--- src/rtl/wac_pkg.sv ---
package wac_pkg;
    typedef enum logic [2:0] {
        SEL_XS   = 3'd0,
        SEL_XE   = 3'd1,
        SEL_YS   = 3'd2,
        SEL_YE   = 3'd3,
        SEL_MODE = 3'd4
    } cfg_sel_e;
endpackage

--- src/rtl/wac_bound.sv ---
module wac_bound #(
    parameter int W = 8
) (
    input  logic [W-1:0] lim,
    input  logic [W-1:0] start_raw,
    input  logic [W-1:0] end_raw,
    output logic [W-1:0] start_eff,
    output logic [W-1:0] end_eff
);
    logic [W-1:0] end_lim;

    always_comb begin
        start_eff = (start_raw > lim) ? lim : start_raw;
        end_lim   = (end_raw > lim) ? lim : end_raw;
        end_eff   = (end_lim < start_eff) ? start_eff : end_lim;
    end
endmodule

--- src/rtl/wac_step.sv ---
module wac_step #(
    parameter int W = 8
) (
    input  logic [W-1:0] cur,
    input  logic [W-1:0] first,
    input  logic [W-1:0] last,
    output logic [W-1:0] nxt,
    output logic         wrap
);
    always_comb begin
        wrap = (cur >= last);
        nxt  = wrap ? first : cur + W'(1);
    end
endmodule

--- src/rtl/wac_mirror.sv ---
module wac_mirror #(
    parameter int W = 8
) (
    input  logic [W-1:0] pos,
    input  logic [W-1:0] lim,
    input  logic         flip,
    output logic [W-1:0] col
);
    always_comb begin
        col = flip ? (lim - pos) : pos;
    end
endmodule

--- src/rtl/wac_top.sv ---
module wac_top #(
    parameter int COLS  = 128,
    parameter int LINES = 162,
    parameter int AW    = 8
) (
    input  logic          clk,
    input  logic          rst_n,
    input  logic          cfg_we,
    input  logic [2:0]    cfg_sel,
    input  logic [AW-1:0] cfg_data,
    input  logic          acc_stb,
    input  logic          acc_rd,
    output logic [AW-1:0] ram_col,
    output logic [AW-1:0] ram_row,
    output logic          read_fresh
);
    import wac_pkg::*;

    localparam logic [AW-1:0] XMAX_WIDE   = AW'(COLS - 1);
    localparam logic [AW-1:0] XMAX_NARROW = AW'(2 * COLS - 1);
    localparam logic [AW-1:0] YMAX        = AW'(LINES - 1);

    typedef struct packed {
        logic [AW-1:0] xs;
        logic [AW-1:0] xe;
        logic [AW-1:0] ys;
        logic [AW-1:0] ye;
        logic [AW-1:0] x;
        logic [AW-1:0] y;
        logic          wide;
        logic          mir;
        logic          prime;
    } st_t;

    st_t st_d, st_q;

    logic [AW-1:0] xlim_w, xlim_new_w;
    logic [AW-1:0] xs_eff_w, xe_eff_w, ys_eff_w, ye_eff_w;
    logic [AW-1:0] x_nxt_w, y_nxt_w;
    logic          x_wrap_w, y_wrap_w;
    logic          do_acc_w, dummy_w;
    logic          wide_w;

    assign xlim_w     = st_q.wide ? XMAX_WIDE : XMAX_NARROW;
    assign xlim_new_w = cfg_data[0] ? XMAX_WIDE : XMAX_NARROW;
    assign wide_w     = st_q.wide;

    wac_bound #(.W(AW)) u_xbound (
        .lim       (xlim_w),
        .start_raw (st_q.xs),
        .end_raw   (st_q.xe),
        .start_eff (xs_eff_w),
        .end_eff   (xe_eff_w)
    );

    wac_bound #(.W(AW)) u_ybound (
        .lim       (YMAX),
        .start_raw (st_q.ys),
        .end_raw   (st_q.ye),
        .start_eff (ys_eff_w),
        .end_eff   (ye_eff_w)
    );

    wac_step #(.W(AW)) u_xstep (
        .cur   (st_q.x),
        .first (xs_eff_w),
        .last  (xe_eff_w),
        .nxt   (x_nxt_w),
        .wrap  (x_wrap_w)
    );

    wac_step #(.W(AW)) u_ystep (
        .cur   (st_q.y),
        .first (ys_eff_w),
        .last  (ye_eff_w),
        .nxt   (y_nxt_w),
        .wrap  (y_wrap_w)
    );

    wac_mirror #(.W(AW)) u_mirror (
        .pos  (st_q.x),
        .lim  (xlim_w),
        .flip (st_q.mir),
        .col  (ram_col)
    );

    assign ram_row    = st_q.y;
    assign do_acc_w   = acc_stb & ~cfg_we;
    assign dummy_w    = do_acc_w & acc_rd & st_q.prime;
    assign read_fresh = do_acc_w & acc_rd & ~st_q.prime;

    always_comb begin
        st_d = st_q;
        if (cfg_we) begin
            case (cfg_sel)
                SEL_XS: begin
                    st_d.xs    = cfg_data;
                    st_d.x     = (cfg_data > xlim_w) ? xlim_w : cfg_data;
                    st_d.prime = 1'b1;
                end
                SEL_XE: st_d.xe = cfg_data;
                SEL_YS: begin
                    st_d.ys    = cfg_data;
                    st_d.y     = (cfg_data > YMAX) ? YMAX : cfg_data;
                    st_d.prime = 1'b1;
                end
                SEL_YE: st_d.ye = cfg_data;
                SEL_MODE: begin
                    st_d.wide  = cfg_data[0];
                    st_d.mir   = cfg_data[1];
                    st_d.x     = (st_q.xs > xlim_new_w) ? xlim_new_w : st_q.xs;
                    st_d.y     = ys_eff_w;
                    st_d.prime = 1'b1;
                end
                default: st_d = st_q;
            endcase
        end else if (do_acc_w) begin
            if (dummy_w) begin
                st_d.prime = 1'b0;
            end else begin
                st_d.x = x_nxt_w;
                if (x_wrap_w) begin
                    st_d.y = y_nxt_w;
                end
                if (!acc_rd) begin
                    st_d.prime = 1'b1;
                end
            end
        end
    end

    always_ff @(posedge clk) begin
        if (!rst_n) begin
            st_q       <= '0;
            st_q.xe    <= '1;
            st_q.ye    <= '1;
            st_q.prime <= 1'b1;
        end else begin
            st_q <= st_d;
        end
    end
endmodule

--- config.mk ---
export PLATFORM = sky130hd
export DESIGN_NAME = wac_top
export DESIGN_NICKNAME = d
export VERILOG_FILES = /design/src/rtl/wac_pkg.sv /design/src/rtl/wac_bound.sv /design/src/rtl/wac_step.sv /design/src/rtl/wac_mirror.sv /design/src/rtl/wac_top.sv
export SDC_FILE = /design/constraint.sdc
export NUM_CORES = 1
export LEC_CHECK = 0
export ABC_CLOCK_PERIOD_IN_PS = 4500
export BUFFER_PORTS_ARGS = -buffer_cell sky130_fd_sc_hd__buf_4
export CORE_AREA = 2 2 100 121
export CTS_BUF_LIST = sky130_fd_sc_hd__clkbuf_8 sky130_fd_sc_hd__clkbuf_16
export DETAILED_ROUTE_END_ITERATION = 10
export DIE_AREA = 0 0 102 123
export GPL_TIMING_DRIVEN = 0
export PLACE_DENSITY = 0.6
export RECOVER_POWER = 25
export SETUP_SLACK_MARGIN = 0.2
export SKIP_CTS_REPAIR_TIMING = 1
export SLEW_MARGIN = 10
export SYNTH_ARGS = -nofsm -noshare
export SYNTH_HDL_FRONTEND = slang
export SYNTH_SLANG_ARGS = --single-unit
--- constraint.sdc ---
create_clock -name clk -period 4.5 [get_ports clk]
set_input_delay 0.45 -clock clk [delete_from_list [all_inputs] [get_ports clk]]
set_output_delay 0.45 -clock clk [all_outputs]
set_load 0.03 [all_outputs]
Yosys cells after proc, flatten, opt, wreduce, memory -nomap -nowiden

Index checks and enable logic that the tools add are counted.

Flip-flop bits (word level): 51
Bits of input ports: 16
Output and inout bits: 17
Word-level logic and storage cells: 75

Add/subtract/negate cells: 3
$lt $le $gt $ge: 11
Equality and inequality tests: 9
Mux-type cells: 25
Bitwise operators: 6
Reductions and logical operators: 12

Operators with widths:

| cell                                                | count |
|---|---|
| two-way mux 8 bit                                   | 15 |
| two-way mux 16 bit                                  | 3 |
| > comparator 8 bit                                  | 4 |
| one-hot mux 8 bit (2 select lines)                  | 2 |
| > comparator 8 bit, second input constant           | 3 |
| adder 8 x 1 -> 8 bit, second input constant         | 2 |
| >= comparator 8 bit                                 | 2 |
| < comparator 8 bit                                  | 2 |
| AND reduction 2 bit                                 | 5 |
| subtractor 8 bit                                    | 1 |
| equality test 3 x 2 -> 1 bit, second input constant | 2 |
| != test 3 x 1 -> 1 bit, second input constant       | 2 |
| AND reduction 3 bit                                 | 2 |
| two-way mux 1 bit                                   | 5 |
| AND 1 bit                                           | 4 |
| != test 2 bit, second input constant                | 2 |
| AND reduction 4 bit                                 | 1 |
| nonzero test 2 bit                                  | 2 |
| equality test 3 x 1 -> 1 bit, second input constant | 1 |
| equality test 3 bit, second input constant          | 1 |
| logical NOT 3 bit                                   | 1 |
| != test 3 x 2 -> 1 bit, second input constant       | 1 |
| OR reduction 3 bit                                  | 1 |
| inverter 1 bit                                      | 2 |

Longest topological paths before layout

Gate-level depths: netlist (run 1).

Word-level depth: 10
Mapped depth: 20
Gate-level depth less buffers: 18

Cells and area by module

A second synthesis (run 1) with hierarchy kept.

Cells, all modules: 718
Area, all modules: 5773.0 µm²

By module, submodules not included:

| module     | times used | cells each | area an instance (µm²) | seq. area each (µm²) |
|---|---|---|---|---|
| wac_top    | 1          | 294        | 2487.4                 | 1021.0 |
| wac_bound  | 2          | 128        | 1006.0                 | 0.0 |
| wac_step   | 2          | 52         | 409.1                  | 0.0 |
| wac_mirror | 1          | 64         | 455.4                  | 0.0 |

Least setup slack after synthesis (run 1)

No wires, ideal clock.

Path kind: register to register
From: reg st_q (netlist bit wide_w)
To: reg st_q (netlist bit ram_row[7])
Library setup time: 0.135 ns
Arrival: 3.928 ns
Data required time: 4.365 ns
Slack: 0.437 ns
Stages on the path, launching flop included: 21
Path buffers: 2
Clock period less this slack: 4.063 ns
Cells stage by stage: dfxtp_1 ha_1 nand4_1 o21ai_0 nand2_1 o21ai_0 inv_1 ha_1 nand4_1 a211oi_1 a211o_1 buf_2 mux2_2 ha_1 a211oi_1 o21ai_0 a211oi_2 o22ai_1 clkbuf_1 o21ai_0 a31oi_1

Cells in the longest elaborated chain, start to end: 8
Elaborated cells on any way between the ends: 10
Those cells by class: order compare: 4; mux: 4; reduce/logical: 2

RTL lines:

| what                                  | RTL line                         | source |
|---|---|---|
| from (decl)                           | wac_top.sv:35                    | `st_t st_d, st_q;` |
| from (signal assigned)                | wac_top.sv:139                   | `st_q <= st_d;` |
| two-way mux 8 bit (*)                 | wac_top.sv:44                    | `assign xlim_w = st_q.wide ? XMAX_WIDE : XMAX_NARROW;` |
| > comparator 8 bit (on tied branches) | wac_bound.sv:14, wac_bound.sv:13 |  |
| two-way mux 8 bit (on tied branches)  | wac_bound.sv:14, wac_bound.sv:13 |  |
| < comparator 8 bit                    | wac_bound.sv:15                  | `end_eff = (end_lim < start_eff) ? start_eff : end_lim;` |
| two-way mux 8 bit (*)                 | wac_bound.sv:15                  |  |
| >= comparator 8 bit (*)               | wac_step.sv:11                   | `wrap = (cur >= last);` |
| nonzero test 2 bit (no line) (*)      | n/a                              |  |
| AND reduction 4 bit (no line) (*)     | n/a                              |  |

Mark *: on every way between the ends. The rest lies on a longest branch, timed or not.
A chain may end at the register's enable or synchronous reset.

Worst setup path after layout (run 1)

From: reg st_q (netlist bit wide_w)
To: reg st_q[12] (netlist bit)

Cells in the longest elaborated chain, start to end: 10
Elaborated cells on any way between the ends: 15
Those cells by class: order compare: 5; mux: 10

RTL lines:

| what                                  | RTL line                         | source |
|---|---|---|
| two-way mux 8 bit (*)                 | wac_top.sv:44                    |  |
| > comparator 8 bit (on tied branches) | wac_bound.sv:14, wac_bound.sv:13 |  |
| two-way mux 8 bit (on tied branches)  | wac_bound.sv:14, wac_bound.sv:13 |  |
| < comparator 8 bit                    | wac_bound.sv:15                  |  |
| two-way mux 8 bit                     | wac_bound.sv:15                  |  |
| >= comparator 8 bit                   | wac_step.sv:11                   |  |
| two-way mux 8 bit                     | wac_step.sv:12                   | `nxt = wrap ? first : cur + W'(1);` |
| two-way mux 16 bit                    | wac_top.sv:118                   | `if (dummy_w) begin` |
| two-way mux 16 bit                    | wac_top.sv:117                   | `end else if (do_acc_w) begin` |
| two-way mux 16 bit (*)                | wac_top.sv:94                    | `if (cfg_we) begin` |

Mark *: on every way between the ends. The rest lies on a longest branch, timed or not. The select of a mux whose other input is x is not followed.

==> results of run 1 <==
[worst max-delay path by stage]
stage	to	slack, ns	cells past startpoint
after CTS	ram_row[0]	-0.60	18
after detailed placement	ram_row[0]	-0.57	18
after global routing	st_q[12]	0.12	21
after global placement	ram_row[0]	-0.57	18
final	st_q[12]	0.31	21
after floorplan	ram_row[7]	0.44	20
[placed cells by master, fill, tap and decap left out, types with 8 or more instances in the layout]
cell and instances:
sky130_fd_sc_hd__a211o_1 11, sky130_fd_sc_hd__a21boi_0 18, sky130_fd_sc_hd__a21oi_1 14, sky130_fd_sc_hd__a31oi_1 8
sky130_fd_sc_hd__buf_4 38, sky130_fd_sc_hd__clkbuf_1 20, sky130_fd_sc_hd__clkbuf_4 8, sky130_fd_sc_hd__dfxtp_1 48
sky130_fd_sc_hd__ha_1 28, sky130_fd_sc_hd__inv_1 18, sky130_fd_sc_hd__mux2_2 10, sky130_fd_sc_hd__nand2_1 89
sky130_fd_sc_hd__nand3_1 22, sky130_fd_sc_hd__nand4_1 8, sky130_fd_sc_hd__nor2_1 24, sky130_fd_sc_hd__nor3_1 13
sky130_fd_sc_hd__o21a_1 8, sky130_fd_sc_hd__o21ai_0 32, sky130_fd_sc_hd__xor2_1 14
[registers in the layout, summed over array words and instances (netlist names)]
register	flops
st_q	42
ram_row	8
wide_w	1
[worst max-delay path: stages (launching register included)]
cell	delay [ns]
sky130_fd_sc_hd__dfxtp_4	0.39
sky130_fd_sc_hd__buf_4	0.15
sky130_fd_sc_hd__and2_1	0.12
sky130_fd_sc_hd__buf_2	0.17
sky130_fd_sc_hd__nor2_2	0.14
sky130_fd_sc_hd__inv_1	0.05
sky130_fd_sc_hd__ha_1	0.31
sky130_fd_sc_hd__a21o_1	0.16
sky130_fd_sc_hd__a21o_1	0.17
sky130_fd_sc_hd__a211o_1	0.31
sky130_fd_sc_hd__buf_6	0.14
sky130_fd_sc_hd__buf_6	0.12
sky130_fd_sc_hd__mux2_4	0.30
sky130_fd_sc_hd__ha_4	0.16
sky130_fd_sc_hd__a211oi_2	0.22
sky130_fd_sc_hd__o21ai_2	0.10
sky130_fd_sc_hd__a211oi_4	0.28
sky130_fd_sc_hd__buf_4	0.17
sky130_fd_sc_hd__buf_8	0.12
sky130_fd_sc_hd__mux2i_4	0.24
sky130_fd_sc_hd__o2111ai_2	0.12
sky130_fd_sc_hd__o211a_1	0.16
[per-layer routing]
| metal | wire, µm | global-route usage [%] | up-vias |
|---|---|---|---|
| li1 | - | - | 1903 |
| met1 | 5230 | 24.1 | 1869 |
| met2 | 6180 | 33.8 | 116 |
| met3 | 489 | 2.43 | 33 |
| met4 | 337 | 6.25 | 0 |
| met5 | 0 | 0 | - |
[per-stage QoR]
stage	util [%]	std cells
detailed placement	37.4	689
global placement	37.4	689
CTS	38.7	697
global route	41.9	712
finish	41.9	712
floorplan	-	508
[kinds of logic after synthesis]
group,Yosys count,synth area share [%]
compound gates,141,25.0
xor+xnor,20,4.51
fa+ha+maj,34,10.9
buf+inv,57,6.53
flops,51,26.3
mux,16,4.47
simple gates,189,22.3
[power by group through the flow]
| stage | logic, mW | registers [mW] | clock network (mW) |
|---|---|---|---|
| 2_1_floorplan | 0.190 | 0.502 | 0 |
| 3_3_place_gp | 0.258 | 0.515 | 0 |
| 3_5_place_dp | 0.264 | 0.514 | 0 |
| 4_1_cts | 0.265 | 0.504 | 0.395 |
| 5_1_grt | 0.334 | 0.510 | 0.411 |
| 6_report | 0.304 | 0.506 | 0.390 |
[layout make-up]
type / count / area, µm² / share of cell area [%]
Multi-Input combinational cell: 400 / 2830 / 59.3
Clock buffer: 5 / 125 / 2.62
Inverter: 19 / 71.3 / 1.49
Tap cell: 157 / 196 / 4.11
Timing Repair Buffer: 39 / 293 / 6.13
Buffer: 38 / 211 / 4.42
Sequential cell: 51 / 1030 / 21.5
Clock inverter: 3 / 22.5 / 0.471
==> results.sh, run 1 <==
export IMPL_total_number_of_h_tree_levels=2
export IMPL_ctsRootBufferMaster="sky130_fd_sc_hd__clkbuf_16"
export IMPL_achievable_frequency_mhz=238
export IMPL_drtAntennaViolNets=0
export IMPL_synth_most_common_cell="sky130_fd_sc_hd__nand2_1"
export IMPL_layout_worst_path_cycle_share_pct=93.2
export IMPL_regToRegSetupSlack_ns=0.31
export IMPL_global_route_wire_length_before_repair_mm=18.8
export IMPL_report_final_slew_viol_count=0
export IMPL_yosys_area_top_type="sky130_fd_sc_hd__dfxtp_1"
export IMPL_hold_ws_ns=0.387
export IMPL_core_rowCount=43
export IMPL_post_synth_main_area_contributors="sky130_fd_sc_hd__dfxtp_1 (26%), sky130_fd_sc_hd__ha_1 (11%), sky130_fd_sc_hd__nand2_1 (8.6%)"
export IMPL_min_from="acc_rd"
export IMPL_worst_relative_slew_slack_pct=45.1
export IMPL_top_level_ports=33
export IMPL_tightest_slew_ns=0.817
export IMPL_finalHoldViolations=0
export IMPL_dr_total_vias=3921
export IMPL_path_class="reg -> reg"
export IMPL_tns_ns=0
export IMPL_detail_route_first_pass_iterations=4
export IMPL_detailedPlace_worstSlack_ns=-0.570
export IMPL_routed_wire_length_per_instance_um=17.2
export IMPL_grt_antenna_before_repair=0
export IMPL_min_delay_path_depth=2
export IMPL_synth_area_um2=3890
export IMPL_synth_edff_count=0
export IMPL_worst_setup_hold_path_clk_slew_ns=0.08
export IMPL_syn_instance_count=508
export IMPL_cp_max_fo=8
export IMPL_cts_buffers_inserted=5
export IMPL_run_status="completed"
export IMPL_finalWirelength_mm=12.2
export IMPL_pwr_density_cell_nw_per_um2=251
export IMPL_switching_share_pct=32.4
export IMPL_worstSetupEndpointType="flop"
export IMPL_post_route_min_period_ns=4.19
export IMPL_lkg_pwr_nw=1.92
export IMPL_startpoint_type="flop"
export IMPL_power_mw=1.20
export IMPL_r2r_end="st_q[12]"
export IMPL_clock_insertion_delay_worst_skew_ns=0.30
export IMPL_grt_setup_unrepaired="false"
export IMPL_hp_class="in -> reg"
export IMPL_most_instantiated_cells_after_synthesis="sky130_fd_sc_hd__nand2_1 (89), sky130_fd_sc_hd__dfxtp_1 (51), sky130_fd_sc_hd__o21ai_0 (38)"
export IMPL_coreArea_um2=11400
export IMPL_placed_cell_area_um2=4260
export IMPL_synth_seq_cells=51
export IMPL_drive_gt1_share_pct=20.4
export IMPL_fillcell_total=1205
export IMPL_floorplan_initialDensity_pct=34.1
export IMPL_gr_usage_all_layers_pct=19.2
export IMPL_dominantRegCellSynth="sky130_fd_sc_hd__dfxtp_1"
export IMPL_yosys_area_top_type_share_pct=26.3
export IMPL_ctsLongestPathBuffers=2
export IMPL_detail_route_vias_per_cell=5.51
export IMPL_timing_reg2reg_worst_path_depth=21
export IMPL_intPower_mw=0.812
export IMPL_globalRoute_totalOverflow=0
export IMPL_areaGrowthSynthToFinish_pct=22.9
export IMPL_timing_clock_skew_ns=0.0101
export IMPL_netlist_cell_type_count=53
export IMPL_fp_dieH_um=123
export IMPL_cap_violations=0
export IMPL_grt_max_degree=18
export IMPL_place_detailed_hpwl_mm=8.76
export IMPL_p_seq_share_pct=42.2
export IMPL_timing_hold_worst_endpoint="st_q[0]"
export IMPL_chipWidth_um=102
export IMPL_p_comb_share_pct=25.3
export IMPL_finish_instance_area_um2=4780
export IMPL_critPathRequiredTime_ns=4.68
export IMPL_worstPathArrival_ns=4.38
export IMPL_diodes=0
export IMPL_port_buffers=24
export IMPL_finalSetupViolCount=0
export IMPL_routability_driven_placement_congestion_ratio=0.879
export IMPL_worst_setup_path_startpoint="wide_w"
export IMPL_clock_sinks=51
export IMPL_floorplan_die_area_um2=12500
export IMPL_post_synthesis_sequential_area_ratio_pct=26.3
export IMPL_ys_warnings_count=0
export IMPL_post_synth_cell_area_avg_um2=7.65
export IMPL_total_number_of_nets_in_the_final_design=604
export IMPL_vdd_drop_max_uv=158
export IMPL_first_global_vias=3626
export IMPL_cts_tree="built"
export IMPL_worst_slack_ns=0.305
export IMPL_drt_drc_violations_left=0
export IMPL_clock_power_share_pct=32.5
export IMPL_timing_rr_start="wide_w"
export IMPL_synth_net_count=558
export IMPL_drt_iter0_drc=235
export IMPL_power_switching_mw=0.389
export IMPL_ys_async_sr_fraction_pct=0
No activity file was read; power rests on OpenSTA's default activity.
==> run 2: changes to the inputs <==
--- a/config.mk
+++ b/config.mk
@@ -13,7 +13,6 @@
 export DIE_AREA = 0 0 102 123
 export GPL_TIMING_DRIVEN = 0
 export PLACE_DENSITY = 0.6
-export RECOVER_POWER = 25
 export SETUP_SLACK_MARGIN = 0.2
 export SKIP_CTS_REPAIR_TIMING = 1
 export SLEW_MARGIN = 10
==> results.sh, run 2 (synthesis results as in run 1) <==
export IMPL_port_buffers=24
export IMPL_fp_dieH_um=123
export IMPL_largest_reg_flops=42
export IMPL_grt_antenna_before_repair=0
export IMPL_global_route_wire_length_before_repair_mm=18.8
export IMPL_chipWidth_um=102
export IMPL_floorplan_die_area_um2=12500
export IMPL_achievable_frequency_mhz=238
export IMPL_dr_total_vias=3918
export IMPL_core_rowCount=43
export IMPL_post_route_min_period_ns=4.20
export IMPL_worst_relative_slew_slack_pct=45.1
export IMPL_layout_worst_path_cycle_share_pct=93.2
export IMPL_hp_class="in -> reg"
export IMPL_met3_usage_pct=2.43
export IMPL_grt_max_degree=18
export IMPL_path_class="reg -> reg"
export IMPL_drt_drc_violations_left=0
export IMPL_total_number_of_nets_in_the_final_design=604
export IMPL_layout_commonest_cell="sky130_fd_sc_hd__nand2_1"
export IMPL_run_status="completed"
export IMPL_power_mw=1.20
export IMPL_routability_driven_placement_congestion_ratio=0.879
export IMPL_cts_tree="built"
export IMPL_diodes=0
export IMPL_critical_path_slowest_cell="sky130_fd_sc_hd__dfxtp_4"
export IMPL_gr_usage_all_layers_pct=19.2
export IMPL_critical_path_buf_inv_count=7
export IMPL_tightest_slew_ns=0.817
export IMPL_finalHoldViolations=0
export IMPL_finalWirelength_mm=12.2
export IMPL_place_detailed_hpwl_mm=8.76
export IMPL_routed_wire_length_per_instance_um=17.2
export IMPL_top_level_ports=33
export IMPL_detail_route_first_pass_iterations=5
export IMPL_detail_route_vias_per_cell=5.50
export IMPL_cp_slowest_stage_delay_ns=0.39
export IMPL_globalRoute_totalOverflow=0
export IMPL_cp_max_fo=8
export IMPL_startpoint_type="flop"
export IMPL_drtAntennaViolNets=0
export IMPL_largest_register="st_q"
export IMPL_clock_sinks=51
export IMPL_worstPathArrival_ns=4.38
export IMPL_hold_ws_ns=0.382
export IMPL_floorplan_initialDensity_pct=34.1
export IMPL_layout_cells_most_common_list="sky130_fd_sc_hd__nand2_1 (89), sky130_fd_sc_hd__dfxtp_1 (48), sky130_fd_sc_hd__buf_4 (46), sky130_fd_sc_hd__o21ai_0 (32), sky130_fd_sc_hd__ha_1 (28)"
export IMPL_areaGrowthSynthToFinish_pct=23.0
export IMPL_vdd_drop_max_uv=158
export IMPL_final_util_pct=41.9
export IMPL_gr_usage_met1_pct=24.1
export IMPL_cp_cell_sequence="buf_4 -> and2_1 -> buf_2 -> nor2_2 -> inv_1 -> ha_1 -> a21o_1 -> a21o_1 -> a211o_1 -> buf_6 -> buf_6 -> mux2_4 -> ha_4 -> a211oi_2 -> o21ai_2 -> a211oi_4 -> buf_4 -> buf_8 -> mux2i_4 -> o2111ai_2 -> o211a_1"
export IMPL_worstSetupEndpointType="flop"
export IMPL_grt_peak_use_layer="met2"
export IMPL_cap_violations=0
export IMPL_lkg_pwr_nw=1.93
export IMPL_drive_gt1_share_pct=20.5
export IMPL_cts_buffers_inserted=5
export IMPL_clock_insertion_delay_worst_skew_ns=0.30
export IMPL_grt_met2_usage_pct=33.8
export IMPL_coreArea_um2=11400
export IMPL_tns_ns=0
export IMPL_crit_family="compound AO/OA/AOI/OAI gates"
export IMPL_critPathRequiredTime_ns=4.68
export IMPL_first_global_vias=3626
export IMPL_grt_setup_unrepaired="false"
export IMPL_drt_iter0_drc=249
export IMPL_pwr_density_cell_nw_per_um2=252
export IMPL_timing_clock_skew_ns=0.0119
export IMPL_finalSetupViolCount=0
export IMPL_total_number_of_h_tree_levels=2
export IMPL_ctsLongestPathBuffers=2
export IMPL_report_final_slew_viol_count=0
export IMPL_ctsRootBufferMaster="sky130_fd_sc_hd__clkbuf_16"
export IMPL_worst_setup_hold_path_clk_slew_ns=0.08
-- run 2: cell types whose count changed in the layout (fill, tap and decap cells not counted) --
cell                       delta
sky130_fd_sc_hd__and2_0       -1
sky130_fd_sc_hd__clkbuf_1     -1
sky130_fd_sc_hd__clkbuf_4     -7
sky130_fd_sc_hd__and2_1       +1
sky130_fd_sc_hd__buf_4        +8
-- run 2: cell type report --
type                       instances  area, µm²
clock buffer                       5        125
clock inverter                     3       22.5
multi-input combinational        400       2830
sequential                        51       1030
inverter                          19       71.3
tap                              157        196
fill                            1203       6620
buffer                            38        211
timing repair buffer              39        297
-- run 2: layer usage --
layer	vias to the layer above	share of wire, %
met5	-	0
met4	0	2.8
met3	32	4.0
met2	121	51
met1	1863	43
li1	1902	-
-- run 2: worst reg2reg max path, stage by stage (launching register included) --
cell	delay, ns
sky130_fd_sc_hd__dfxtp_4	0.39
sky130_fd_sc_hd__buf_4	0.15
sky130_fd_sc_hd__and2_1	0.12
sky130_fd_sc_hd__buf_2	0.17
sky130_fd_sc_hd__nor2_2	0.14
sky130_fd_sc_hd__inv_1	0.05
sky130_fd_sc_hd__ha_1	0.31
sky130_fd_sc_hd__a21o_1	0.16
sky130_fd_sc_hd__a21o_1	0.17
sky130_fd_sc_hd__a211o_1	0.31
sky130_fd_sc_hd__buf_6	0.14
sky130_fd_sc_hd__buf_6	0.12
sky130_fd_sc_hd__mux2_4	0.30
sky130_fd_sc_hd__ha_4	0.16
sky130_fd_sc_hd__a211oi_2	0.22
sky130_fd_sc_hd__o21ai_2	0.10
sky130_fd_sc_hd__a211oi_4	0.28
sky130_fd_sc_hd__buf_4	0.17
sky130_fd_sc_hd__buf_8	0.12
sky130_fd_sc_hd__mux2i_4	0.24
sky130_fd_sc_hd__o2111ai_2	0.12
sky130_fd_sc_hd__o211a_1	0.16
-- run 2: worst paths after layout --
check | startpoint | endpoint | slack (ns) | depth (start not counted)
max reg2reg | wide_w | st_q[12] | 0.30 | 21
min reg2reg | st_q[27] | st_q[27] | 0.48 | 2
max | wide_w | st_q[12] | 0.30 | 21
min | acc_rd | st_q[0] | 0.38 | 2
-- run 2: through the flow --
step | area, µm² | setup WS, ns | std cells
after global routing | 4780 | 0.115 | 712
after CTS | 4410 | -0.599 | 697
after floorplan | 3890 | 0.437 | 508
after detailed placement | 4260 | -0.570 | 689
after global placement | 4260 | -0.566 | 689
final | 4780 | 0.304 | 712
-- run 2: where the power goes --
group | internal, mW | switching, mW
Combinational | 0.133 | 0.172
Sequential | 0.471 | 0.0353
Clock | 0.209 | 0.183
Total | 0.813 | 0.390
==> run 3: changes to the inputs <==
--- a/config.mk
+++ b/config.mk
@@ -7,12 +7,12 @@
 export LEC_CHECK = 0
 export ABC_CLOCK_PERIOD_IN_PS = 4500
 export BUFFER_PORTS_ARGS = -buffer_cell sky130_fd_sc_hd__buf_4
-export CORE_AREA = 2 2 100 121
+export CORE_AREA = 2 2 84 102
 export CTS_BUF_LIST = sky130_fd_sc_hd__clkbuf_8 sky130_fd_sc_hd__clkbuf_16
 export DETAILED_ROUTE_END_ITERATION = 10
-export DIE_AREA = 0 0 102 123
+export DIE_AREA = 0 0 86 104
 export GPL_TIMING_DRIVEN = 0
-export PLACE_DENSITY = 0.6
+export PLACE_DENSITY = 0.67
 export SETUP_SLACK_MARGIN = 0.2
 export SKIP_CTS_REPAIR_TIMING = 1
 export SLEW_MARGIN = 10
==> results.sh, run 3 (synthesis results as in run 1) <==
export IMPL_cap_violations=0
export IMPL_layout_worst_path_cycle_share_pct=93.3
export IMPL_port_buffers=24
export IMPL_total_number_of_nets_in_the_final_design=600
export IMPL_drtAntennaViolNets=0
export IMPL_achievable_frequency_mhz=238
export IMPL_chipWidth_um=86
export IMPL_diodes=0
export IMPL_power_mw=1.12
export IMPL_hp_class="in -> reg"
export IMPL_routed_wire_length_per_instance_um=17.8
export IMPL_drt_iter0_drc=221
export IMPL_dr_total_vias=3792
export IMPL_ctsRootBufferMaster="sky130_fd_sc_hd__clkbuf_8"
export IMPL_vdd_drop_max_uv=128
export IMPL_coreArea_um2=7970
export IMPL_top_level_ports=33
export IMPL_grt_setup_unrepaired="true"
export IMPL_largest_reg_flops=42
export IMPL_globalRoute_totalOverflow=0
export IMPL_layout_cells_most_common_list="sky130_fd_sc_hd__nand2_1 (89), sky130_fd_sc_hd__dfxtp_1 (48), sky130_fd_sc_hd__buf_4 (42), sky130_fd_sc_hd__o21ai_0 (32), sky130_fd_sc_hd__ha_1 (30)"
export IMPL_worst_setup_hold_path_clk_slew_ns=0.09
export IMPL_worstSetupEndpointType="flop"
export IMPL_finalSetupViolCount=0
export IMPL_place_detailed_hpwl_mm=8.46
export IMPL_fp_dieH_um=104
export IMPL_gr_usage_all_layers_pct=26.0
export IMPL_post_route_min_period_ns=4.20
export IMPL_detail_route_vias_per_cell=5.87
export IMPL_finish_instance_area_um2=4560
export IMPL_pwr_density_cell_nw_per_um2=246
export IMPL_critPathRequiredTime_ns=4.74
export IMPL_worstPathArrival_ns=4.44
export IMPL_finalWirelength_mm=11.5
export IMPL_cp_max_fo=8
export IMPL_floorplan_die_area_um2=8940
export IMPL_tightest_slew_ns=0.810
export IMPL_areaGrowthSynthToFinish_pct=17.3
export IMPL_floorplan_initialDensity_pct=48.8
export IMPL_finalHoldViolations=0
export IMPL_final_util_pct=57.2
export IMPL_path_class="reg -> reg"
export IMPL_tns_ns=0
export IMPL_grt_antenna_before_repair=0
export IMPL_cts_buffers_inserted=5
export IMPL_clock_insertion_delay_worst_skew_ns=0.31
export IMPL_timing_clock_skew_ns=0.00789
export IMPL_detail_route_first_pass_iterations=4
export IMPL_core_rowCount=36
export IMPL_largest_register="st_q"
export IMPL_total_number_of_h_tree_levels=2
export IMPL_clock_sinks=51
export IMPL_ctsLongestPathBuffers=2
export IMPL_report_final_slew_viol_count=0
export IMPL_layout_commonest_cell="sky130_fd_sc_hd__nand2_1"
export IMPL_cts_tree="built"
export IMPL_startpoint_type="flop"
export IMPL_lkg_pwr_nw=1.90
export IMPL_drt_drc_violations_left=0
export IMPL_first_global_vias=3650
export IMPL_routability_driven_placement_congestion_ratio=0.916
export IMPL_grt_max_degree=17
export IMPL_run_status="completed"
export IMPL_drive_gt1_share_pct=18.3
export IMPL_placed_cell_area_um2=4190
export IMPL_global_route_wire_length_before_repair_mm=18.6
export IMPL_worst_relative_slew_slack_pct=45.6
==> run 3: power breakdown <==
| group | total, mW | switching [mW] | internal [mW] |
|---|---|---|---|
| registers | 0.504 | 0.0335 | 0.471 |
| logic | 0.293 | 0.165 | 0.128 |
| clock network | 0.326 | 0.160 | 0.166 |
| total | 1.12 | 0.358 | 0.765 |
==> run 3: routing by layer <==
metal / GRT usage [%] / vias up / wire length, µm / share of wire (%)
met5: 0 / - / 0 / 0
met4: 9.86 / 0 / 280 / 2.4
met3: 2.70 / 20 / 363 / 3.2
met2: 46.8 / 90 / 6100 / 53
met1: 31.2 / 1785 / 4730 / 41
li1: - / 1897 / - / -
==> run 3: cell type report <==
type / instances / area (µm²)
plain buffers: 38 / 210
well taps: 95 / 119
repair buffers: 35 / 267
clock inverters: 3 / 42.5
fillers: 744 / 3410
inverters: 19 / 71.3
multi-input cells: 400 / 2750
clock buffers: 5 / 68.8
flip-flops and latches: 51 / 1030
==> run 3: final timing paths <==
path              cells after the start        to      from  slack (ns)
setup / recovery                     21  st_q[11]    wide_w        0.30
hold / removal                        2   st_q[0]    acc_rd        0.36
setup reg to reg                     21  st_q[11]    wide_w        0.30
hold reg to reg                       2  st_q[27]  st_q[27]        0.48
==> run 3: critical path, stage by stage, from the launching register on <==
cell                       delay (ns)
sky130_fd_sc_hd__dfxtp_4         0.38
sky130_fd_sc_hd__buf_4           0.15
sky130_fd_sc_hd__and2_1          0.13
sky130_fd_sc_hd__clkbuf_1        0.19
sky130_fd_sc_hd__nor2_2          0.16
sky130_fd_sc_hd__inv_1           0.06
sky130_fd_sc_hd__ha_1            0.30
sky130_fd_sc_hd__a211oi_1        0.29
sky130_fd_sc_hd__a211oi_2        0.12
sky130_fd_sc_hd__a211o_1         0.25
sky130_fd_sc_hd__buf_6           0.14
sky130_fd_sc_hd__buf_4           0.13
sky130_fd_sc_hd__mux2i_1         0.19
sky130_fd_sc_hd__ha_1            0.27
sky130_fd_sc_hd__nor2b_1         0.17
sky130_fd_sc_hd__o21ai_2         0.10
sky130_fd_sc_hd__a211oi_4        0.27
sky130_fd_sc_hd__buf_4           0.18
sky130_fd_sc_hd__buf_4           0.10
sky130_fd_sc_hd__nor3_1          0.03
sky130_fd_sc_hd__a211o_1         0.28
sky130_fd_sc_hd__a41oi_1         0.20
==> run 3: metrics by stage <==
step           cells  setup slack (ns)  hold slack, ns
4_1_cts          635            -0.663           0.358
2_1_floorplan    508             0.437           0.441
3_5_place_dp     627            -0.623           0.463
5_1_grt          646             0.120           0.356
3_3_place_gp     627            -0.555           0.454
6_report         646             0.303           0.359
